## src/rtl/db_pkg.sv

```systemverilog
package db_pkg;

    localparam int DATA_W   = 32;
    localparam int DBNUM_W  = 5;
    localparam int MAP_LSB  = 8;

    typedef enum logic [0:0] {
        S_IDLE = 1'b0,
        S_ACK  = 1'b1
    } bus_state_t;

    // Bits that belong to one of the two doorbell groups.
    function automatic logic [DATA_W-1:0] group_bits(input int lo, input int n);
        logic [DATA_W-1:0] v;
        v = '0;
        for (int i = 0; i < DATA_W; i++) begin
            if (i >= lo && i < lo + n) v[i] = 1'b1;
        end
        return v;
    endfunction

endpackage

```

## src/rtl/db_bus_fsm.sv

```systemverilog
module db_bus_fsm
    import db_pkg::*;
#(
    parameter int NCPU        = 4,
    parameter int ADDR_W      = 10,
    parameter int TRIG_OFFS   = 4,
    parameter int PCPU_BASE   = 256,
    parameter int PCPU_STRIDE = 16,
    parameter int CAUSE_OFFS  = 8,
    parameter int MASK_OFFS   = 12
) (
    input  logic                        clk,
    input  logic                        rst_n,
    input  logic                        req,
    input  logic                        we,
    input  logic [ADDR_W-1:0]           addr,
    input  logic [NCPU-1:0][DATA_W-1:0] cause_all,
    input  logic [NCPU-1:0][DATA_W-1:0] mask_all,
    output logic                        trig_we,
    output logic [NCPU-1:0]             cause_we,
    output logic [NCPU-1:0]             mask_we,
    output logic                        ack,
    output logic [DATA_W-1:0]           rdata
);

    localparam logic [ADDR_W-1:0] TRIG_A = ADDR_W'(TRIG_OFFS);

    bus_state_t state_q, state_d;
    logic       accept;
    logic       hit_trig;
    logic [NCPU-1:0] sel_cause, sel_mask;
    logic [DATA_W-1:0] rd_mux;

    // State register
    always_ff @(posedge clk) begin
        if (!rst_n) state_q <= S_IDLE;
        else        state_q <= state_d;
    end

    // Next state
    always_comb begin
        state_d = state_q;
        unique case (state_q)
            S_IDLE: if (req) state_d = S_ACK;
            S_ACK:  state_d = S_IDLE;
            default: state_d = S_IDLE;
        endcase
    end

    assign accept = (state_q == S_IDLE) && req;

    // Address decode
    always_comb begin
        hit_trig  = (addr == TRIG_A);
        sel_cause = '0;
        sel_mask  = '0;
        for (int c = 0; c < NCPU; c++) begin
            sel_cause[c] = (addr == ADDR_W'(PCPU_BASE + c*PCPU_STRIDE + CAUSE_OFFS));
            sel_mask[c]  = (addr == ADDR_W'(PCPU_BASE + c*PCPU_STRIDE + MASK_OFFS));
        end
    end

    always_comb begin
        rd_mux = '0;
        for (int c = 0; c < NCPU; c++) begin
            if (sel_cause[c]) rd_mux = rd_mux | cause_all[c];
            if (sel_mask[c])  rd_mux = rd_mux | mask_all[c];
        end
    end

    assign trig_we  = accept && we && hit_trig;
    assign cause_we = (accept && we) ? sel_cause : '0;
    assign mask_we  = (accept && we) ? sel_mask  : '0;

    // Outputs
    always_ff @(posedge clk) begin
        if (!rst_n) begin
            ack   <= 1'b0;
            rdata <= '0;
        end else begin
            ack <= accept;
            if (accept) rdata <= we ? '0 : rd_mux;
        end
    end

    a_r2_ack_after_accept: assert property (@(posedge clk) disable iff (!rst_n)
        (state_q == S_IDLE && req) |=> ack);
    a_r2_ack_single: assert property (@(posedge clk) disable iff (!rst_n)
        ack |=> !ack);
    a_r10_one_target: assert property (@(posedge clk) disable iff (!rst_n)
        $countones({trig_we, cause_we, mask_we}) <= 1);

endmodule

```

## src/rtl/db_cpu_bank.sv

```systemverilog
module db_cpu_bank
    import db_pkg::*;
#(
    parameter int NCPU   = 4,
    parameter int CPU_ID = 0,
    parameter int IPI_LO = 0,
    parameter int IPI_N  = 8,
    parameter int MSI_LO = 16,
    parameter int MSI_N  = 16
) (
    input  logic               clk,
    input  logic               rst_n,
    input  logic               trig_we,
    input  logic [DBNUM_W-1:0] trig_num,
    input  logic [NCPU-1:0]    trig_map,
    input  logic               cause_we,
    input  logic               mask_we,
    input  logic [DATA_W-1:0]  wdata,
    output logic [DATA_W-1:0]  cause,
    output logic [DATA_W-1:0]  mask,
    output logic               ipi_irq,
    output logic               msi_irq
);

    localparam logic [DATA_W-1:0] IPI_BITS  = group_bits(IPI_LO, IPI_N);
    localparam logic [DATA_W-1:0] MSI_BITS  = group_bits(MSI_LO, MSI_N);
    localparam logic [DATA_W-1:0] LIVE_BITS = IPI_BITS | MSI_BITS;

    logic              set_hit;
    logic [DATA_W-1:0] cause_d;
    logic [DATA_W-1:0] armed;

    assign set_hit = trig_we && trig_map[CPU_ID] && LIVE_BITS[trig_num];

    // Clear first, then set, so a simultaneous set wins.
    always_comb begin
        cause_d = cause;
        if (cause_we) cause_d = cause & wdata;
        if (set_hit)  cause_d[trig_num] = 1'b1;
        cause_d = cause_d & LIVE_BITS;
    end

    always_ff @(posedge clk) begin
        if (!rst_n) begin
            cause <= '0;
            mask  <= '0;
        end else begin
            cause <= cause_d;
            if (mask_we) mask <= wdata;
        end
    end

    assign armed   = cause & mask;
    assign ipi_irq = |(armed & IPI_BITS);
    assign msi_irq = |(armed & MSI_BITS);

    a_r3_trigger_sets: assert property (@(posedge clk) disable iff (!rst_n)
        set_hit |=> cause[$past(trig_num)]);
    a_r5_write_only_clears: assert property (@(posedge clk) disable iff (!rst_n)
        (cause_we && !set_hit) |=> ((cause & ~$past(cause)) == '0));
    a_r6_mask_hold: assert property (@(posedge clk) disable iff (!rst_n)
        !mask_we |=> $stable(mask));
    a_r7_ipi_rise_cause: assert property (@(posedge clk) disable iff (!rst_n)
        $rose(ipi_irq) |-> ($past(set_hit) || $past(mask_we)));
    a_r8_msi_rise_cause: assert property (@(posedge clk) disable iff (!rst_n)
        $rose(msi_irq) |-> ($past(set_hit) || $past(mask_we)));

endmodule

```

## src/rtl/db_unit.sv

```systemverilog
module db_unit
    import db_pkg::*;
#(
    parameter int NCPU   = 4,
    parameter int ADDR_W = 10,
    parameter int IPI_LO = 0,
    parameter int IPI_N  = 8,
    parameter int MSI_LO = 16,
    parameter int MSI_N  = 16
) (
    input  logic              clk,
    input  logic              rst_n,
    input  logic              bus_req,
    input  logic              bus_we,
    input  logic [ADDR_W-1:0] bus_addr,
    input  logic [31:0]       bus_wdata,
    output logic              bus_ack,
    output logic [31:0]       bus_rdata,
    output logic [NCPU-1:0]   ipi_irq,
    output logic [NCPU-1:0]   msi_irq
);

    logic                        trig_we;
    logic [NCPU-1:0]             cause_we, mask_we;
    logic [NCPU-1:0][DATA_W-1:0] cause_all, mask_all;
    logic [DBNUM_W-1:0]          trig_num;
    logic [NCPU-1:0]             trig_map;

    assign trig_num = bus_wdata[DBNUM_W-1:0];
    assign trig_map = bus_wdata[MAP_LSB +: NCPU];

    db_bus_fsm #(
        .NCPU   (NCPU),
        .ADDR_W (ADDR_W)
    ) u_fsm (
        .clk       (clk),
        .rst_n     (rst_n),
        .req       (bus_req),
        .we        (bus_we),
        .addr      (bus_addr),
        .cause_all (cause_all),
        .mask_all  (mask_all),
        .trig_we   (trig_we),
        .cause_we  (cause_we),
        .mask_we   (mask_we),
        .ack       (bus_ack),
        .rdata     (bus_rdata)
    );

    for (genvar c = 0; c < NCPU; c++) begin : g_cpu
        db_cpu_bank #(
            .NCPU   (NCPU),
            .CPU_ID (c),
            .IPI_LO (IPI_LO),
            .IPI_N  (IPI_N),
            .MSI_LO (MSI_LO),
            .MSI_N  (MSI_N)
        ) u_bank (
            .clk      (clk),
            .rst_n    (rst_n),
            .trig_we  (trig_we),
            .trig_num (trig_num),
            .trig_map (trig_map),
            .cause_we (cause_we[c]),
            .mask_we  (mask_we[c]),
            .wdata    (bus_wdata),
            .cause    (cause_all[c]),
            .mask     (mask_all[c]),
            .ipi_irq  (ipi_irq[c]),
            .msi_irq  (msi_irq[c])
        );
    end

    a_r1_quiet_after_reset: assert property (@(posedge clk)
        $rose(rst_n) |-> (ipi_irq == '0 && msi_irq == '0 && !bus_ack));

endmodule

```

## config.mk

```make
export PLATFORM = sky130hd
export DESIGN_NAME = db_unit
export DESIGN_NICKNAME = d
export VERILOG_FILES = /design/src/rtl/db_pkg.sv /design/src/rtl/db_bus_fsm.sv /design/src/rtl/db_cpu_bank.sv /design/src/rtl/db_unit.sv
export SDC_FILE = /design/constraint.sdc
export NUM_CORES = 1
export LEC_CHECK = 0
export ABC_AREA = 1
export BUFFER_PORTS_ARGS = -buffer_cell sky130_fd_sc_hd__buf_2
export CORE_ASPECT_RATIO = 1.2
export CORE_UTILIZATION = 50
export DETAILED_ROUTE_END_ITERATION = 12
export PLACE_DENSITY = 0.68
export SLEW_MARGIN = 0
export SYNTH_ARGS = -nofsm -noshare
export SYNTH_HDL_FRONTEND = slang
export SYNTH_SLANG_ARGS = --single-unit
```

## constraint.sdc

```tcl
create_clock -name clk -period 4.3 [get_ports clk]
set_input_delay 0 -clock clk [delete_from_list [all_inputs] [get_ports clk]]
set_output_delay 0 -clock clk [all_outputs]
set_load 0.03 [all_outputs]
```

### Word level (Yosys, flattened, before mapping)

Memories as Yosys holds them, arrays and structs flattened.
Index checks and enable logic that the tools add are counted.

* register bits: 290
* memory bits (read-only): 32
* bits of input ports: 46
* output and inout bits: 41
* word-level logic and storage cells: 91
* memories kept: 1

Memories
* (name not given): depth 32, bits a word 1, rd ports 1, clocked after Yosys merged registers in 0, wr ports 0, RTL line db_cpu_bank.sv:33 `assign set_hit = trig_we && trig_map[CPU_ID] && LIVE_BITS[trig_num];`

* magnitude comparators: 2
* equality and inequality tests: 9
* mux-type cells: 24
* bitwise operators: 20
* reductions and logical operators: 20

Operators with widths (count)
* 32-bit 2-to-1 mux: 17
* 32-bit OR: 11
* 32-bit AND: 8
* 10-bit by 9-bit equality test with 1-bit output (second input constant): 8
* 16-bit OR reduction: 4
* 8-bit OR reduction: 4
* 1-bit logical AND: 12
* 10-bit by 3-bit equality test with 1-bit output (second input constant): 1
* 4-bit 2-to-1 mux: 2
* 5-bit by 6-bit less-than comparator with 1-bit output (second input constant): 1
* 1-bit demux with 5-bit select: 1
* 5-bit by 1-bit greater-or-equal comparator with 1-bit output (second input constant): 1
* 1-bit 2-to-1 mux: 3
* 1-bit case mux with 2 select lines: 1
* 1-bit inverter: 1

### Longest topological paths before layout

* depth in word-level cells: 17
* depth in mapped cells: 12
* depth with buffers taken out: 10

### Modules after synthesis

Synthesis repeated with hierarchy kept, for this count alone.

* cell total of the unflattened synthesis: 1942
* area, all modules: 12799.8 um^2

Modules (own cells, without submodules)
* db_cpu_bank at g_cpu[0].u_bank ...: times used 3, cells each 306, area an instance 2255.9 um^2, seq. area each 1121.1 um^2
* db_bus_fsm: times used 1, cells each 718, area an instance 3766.1 um^2, seq. area each 680.7 um^2
* db_cpu_bank at g_cpu[3].u_bank: times used 1, cells each 306, area an instance 2265.9 um^2, seq. area each 1121.1 um^2

### Worst setup path before layout

OpenSTA, ideal clock, no wires.

* path kind: flip-flop to flip-flop
* start: register u_fsm.state_q
* end: register g_cpu[2].u_bank.cause[23]
* arrival: 1.403 ns
* data required time: 4.230 ns
* slack: 2.827 ns
* cell stages (with the launch flop): 8
* clock period less this slack: 1.473 ns
* cell sequence: dfxtp_1 -> nor2_1 -> nand2_1 -> nor4_4 -> buf_4 -> buf_2 -> nand4_1 -> a21oi_1

* word-level cells in the longest chain between the ends: 7
* elaborated cells on any way between the ends: 10

RTL lines
* start, declared: RTL line db_bus_fsm.sv:28 `bus_state_t state_q, state_d;`
* start signal, assigned: RTL line db_bus_fsm.sv:37 `else state_q <= state_d;`
* 1-bit inverter (*): RTL line db_bus_fsm.sv:50 `assign accept = (state_q == S_IDLE) && req;`
* 1-bit logical AND (*): RTL line db_bus_fsm.sv:50
* 1-bit logical AND (*): RTL line db_bus_fsm.sv:71, db_bus_fsm.sv:72
* 4-bit 2-to-1 mux or 1-bit logical AND (tied branches): RTL line db_bus_fsm.sv:72, db_bus_fsm.sv:71
* 32-bit 2-to-1 mux or 1-bit logical AND (tied branches): RTL line db_cpu_bank.sv:38, db_cpu_bank.sv:33
* 32-bit OR (no line) or 1-bit logical AND (tied branches)
* 32-bit 2-to-1 mux (*): RTL line db_cpu_bank.sv:39 `if (set_hit) cause_d[trig_num] = 1'b1;`
* end signal, assigned: RTL line db_cpu_bank.sv:48 `cause <= cause_d;`
* end, declared: RTL line db_cpu_bank.sv:19 `output logic [DATA_W-1:0] cause,`

Every way passes the cells marked *; elsewhere a longest branch is shown, timed or not.
A chain may end at the register's enable or synchronous reset.

### Final worst setup path

* start: register u_fsm.state_q
* end: register g_cpu[0].u_bank.mask[0]

* word-level cells in the longest chain between the ends: 4

RTL lines
* 1-bit inverter: RTL line db_bus_fsm.sv:50
* 1-bit logical AND: RTL line db_bus_fsm.sv:50
* 1-bit logical AND: RTL line db_bus_fsm.sv:73 `assign mask_we = (accept && we) ? sel_mask : '0;`
* 4-bit 2-to-1 mux: RTL line db_bus_fsm.sv:73
* end signal, assigned: RTL line db_cpu_bank.sv:49 `if (mask_we) mask <= wdata;`
* end, declared: RTL line db_cpu_bank.sv:20 `output logic [DATA_W-1:0] mask,`

Every way passes these cells.

==> flow_summary.yaml <==
outcome:
  run_status: "finished, final reports clean"
worst_setup_path:
  path_buf_inv: 2
  crit_path_end_kind: "register"
  r2r_end: "g_cpu[0].u_bank.mask[0]"
  path_delay_family: "buffers and inverters"
  path_class: "reg -> reg"
  crit_path_frequent_cell: "inv_2"
  reg2reg_slack_ns: 1.63
  worstPathCellList: "nor2_1 > nand2_1 > inv_2 > nand2_2 > inv_2 > o21ai_0 > a21oi_1"
  reg2regPathDepth: 7
  required_ns: 4.76
  cpPeakStageDelay_ns: 0.95
  arrival_ns: 3.14
  cp-start-kind: "register"
  critPathSlowestCell: "inv_2"
  cp_max_fo: 41
  reg2reg_from: "u_fsm.state_q"
timing:
  slew_headroom_pct: 11.40
  finalSetupTns_ns: 0
  hold_violations: 0
  rsz0062_at_grt: "no"
  skew_ns: 0.02526
  slew_violations: 0
  holdWs_ns: 0.1490
  min_period_ns: 2.675
  fmax_mhz: 373.8
  setup_viol: 0
  tightest_slew_ns: 1.328
  fin_crit_sh_pct: 62.21
cells_and_area:
  fin_util_pct: 57.32
  n_antenna_cell: 0
  layout.cells.non_filler: 2097
  layout-drive-gt1-share_pct: 10.07
  multiInputGateArea_um2: 6207
  fill_cells: 2379
  syn_to_final_growth_pct: 12.93
  fin_nets: 1804
  seq_area_um2: 5165
yosys:
  seq_area_frac_synth_pct: 42.59
  yosysWarningCount: 0
  synth_cell_types: 24
  synth_area_um2: 12130
  syn_area_per_cell_um2: 6.989
  ys_ff_latch: 258
  synth_fp_nets: 1781
  synth_cells: 1735
power_and_ir_drop:
  p_per_area_nw_per_um2: 369.5
  ir_drop_uv: 339.4
  power.leakage_nw: 5.383
floorplanning:
  core_area_um2: 23890
  ioPinCount: 87
  start_util_pct: 50.75
  fp.dieW_um: 144.2
  num_rows: 62
  die_y_um: 172.6
  die-area_um2: 24880
grt:
  grt_pass1_wl_um: 67590
  grt_pass1_vias: 11670
  grt_antenna_before_repair: 0
  grt_max_degree: 97
  grt_usage_pct: 35.18
  grt.overflow.total: 0
routing:
  finalWirelength_um: 44180
  vias_per_cell: 6.186
  ant_nets: 0
  dr_total_vias: 12970
  routedWlPerCell_um: 21.07
  drt_iter0_markers: 1765
  drc: 0
  drt_first_pass_iters: 8
clock_tree:
  cts_buffers: 27
  clk_pin_slew_ns: 0.06
  clock-sinks: 258
  cts_tree: "yes"
  clk_latency_ns: 0.56
  cts_setup_buffers: 0
  clock-root-buffer: "clkbuf_16"
  htreeDepth: 1
  clock_path_buffers: 3
place:
  routabilityCongestion: 0.8825
  dp.cells: 2015
  portBuffers: 86
  hpwl_um: 26920
job:
  maxCapViolations: 0
min_path:
  worstHoldPathType: "in -> reg"
  min_to: "u_fsm.state_q"
  hold_path_startpoint: "bus_req"
  worstHoldPathCells: 6
how the worst max path moves through the flow:
stage	start	to	depth (start not counted)
floorplan	u_fsm.state_q	g_cpu[2].u_bank.cause[23]	7
global placement	bus_addr[7]	g_cpu[0].u_bank.mask[0]	8
detailed placement	bus_addr[4]	g_cpu[0].u_bank.mask[0]	8
CTS	u_fsm.state_q	g_cpu[0].u_bank.mask[0]	7
global route	u_fsm.state_q	g_cpu[0].u_bank.mask[0]	7
finish	u_fsm.state_q	g_cpu[0].u_bank.mask[0]	7
area by class of cell:
cell class	instances	area share, %
Tap cell	320	2.924
Sequential cell	258	37.72
Clock buffer	39	5.555
Inverter	25	0.7218
Timing Repair Buffer	137	6.852
Multi-Input combinational cell	1309	45.33
Clock inverter	9	0.9045
layer usage:
| layer | vias up | track usage (%) | wire [µm] |
|---|---|---|---|
| met5 | - | 0 | 0 |
| met4 | 0 | 21.75 | 2810 |
| met3 | 140 | 4.376 | 3844 |
| met2 | 749 | 55.05 | 20450 |
| met1 | 6047 | 45.84 | 17070 |
| li1 | 6037 | - | - |
cell usage after synthesis:
| master | number | area share [%] |
|---|---|---|
| nor2_4 | 8 | 0.74 |
| buf_4 | 19 | 1.2 |
| nand3_1 | 204 | 8.4 |
| inv_1 | 13 | 0.40 |
| nor2_1 | 269 | 8.3 |
| o21ai_0 | 184 | 7.6 |
| nand2_2 | 5 | 0.26 |
| inv_2 | 10 | 0.31 |
| buf_2 | 44 | 1.8 |
| buf_1 | 3 | 0.093 |
| a21oi_1 | 164 | 6.8 |
| clkinv_1 | 2 | 0.062 |
| dfxtp_1 | 258 | 43 |
| nand4_1 | 101 | 5.2 |
| a22o_1 | 7 | 0.51 |
| o21ai_1 | 48 | 2.0 |
| nor4_4 | 1 | 0.18 |
| a221oi_1 | 22 | 1.6 |
| nand3_2 | 2 | 0.17 |
| nor2_2 | 3 | 0.15 |
| nand2_1 | 290 | 9.0 |
| buf_6 | 2 | 0.19 |
| nand4_4 | 1 | 0.18 |
| clkbuf_1 | 75 | 2.3 |
cells in the final DEF, fill, tap and decap left out, types with 4 or more instances in the layout:
cell type        n
a21oi_1        164
a221oi_1        22
a22o_1           7
buf_2           85
buf_4           15
clkbuf_1         8
clkbuf_16       27
clkbuf_8         4
clkinv_2         5
dfxtp_1        258
dlygate4sd3_1   34
inv_1           12
inv_2            9
nand2_1        290
nand2_2          5
nand3_1        204
nand4_1        101
nor2_1         264
nor2_2           7
nor2_4           9
o21ai_0        184
o21ai_1         48
per-stage QoR:
| step | power [mW] | area, µm² | setup WS, ns |
|---|---|---|---|
| 6_report | 5.060 | 13690 | 1.625 |
| 4_1_cts | 5.049 | 13690 | 1.747 |
| 3_5_place_dp | 2.680 | 12470 | 1.654 |
| 2_1_floorplan | 2.571 | 12130 | 2.827 |
| 3_3_place_gp | 2.680 | 12470 | 1.712 |
| 5_1_grt | 5.169 | 13690 | 1.488 |
repair_timing:
item | CTS | global route
hold buffers | 34 | 0
resized for setup | 0 | 0
hold endpoints to repair | 230 | 0
endpoints found under the setup margin | 0 | 0
power breakdown:
| group | internal [mW] | switching [mW] |
|---|---|---|
| registers | 2.39 | 0.000619 |
| clock network | 1.40 | 0.996 |
| logic | 0.0628 | 0.207 |
| total | 3.86 | 1.20 |
kinds of logic (layout without fill, tap and decap cells):
family / Yosys count / after routing / share of synthesized area (%)
buf+inv: 168 / 210 / 6.366
compound gates: 425 / 425 / 18.44
flops: 258 / 258 / 42.59
simple gates: 884 / 884 / 32.60
flip-flops by register name, summed over array words and instances (netlist names):
name                flops
g_cpu.u_bank.cause     96
g_cpu.u_bank.mask     128
u_fsm.ack               1
u_fsm.rdata            32
u_fsm.state_q           1
worst reg2reg max path: cells and delay by family, from the launching register on:
kind	cells	cell delay, ns
buf+inv	2	1.18
flops	1	0.30
simple gates	3	0.78
compound gates	2	0.33
(Power assumes the default switching activity.)
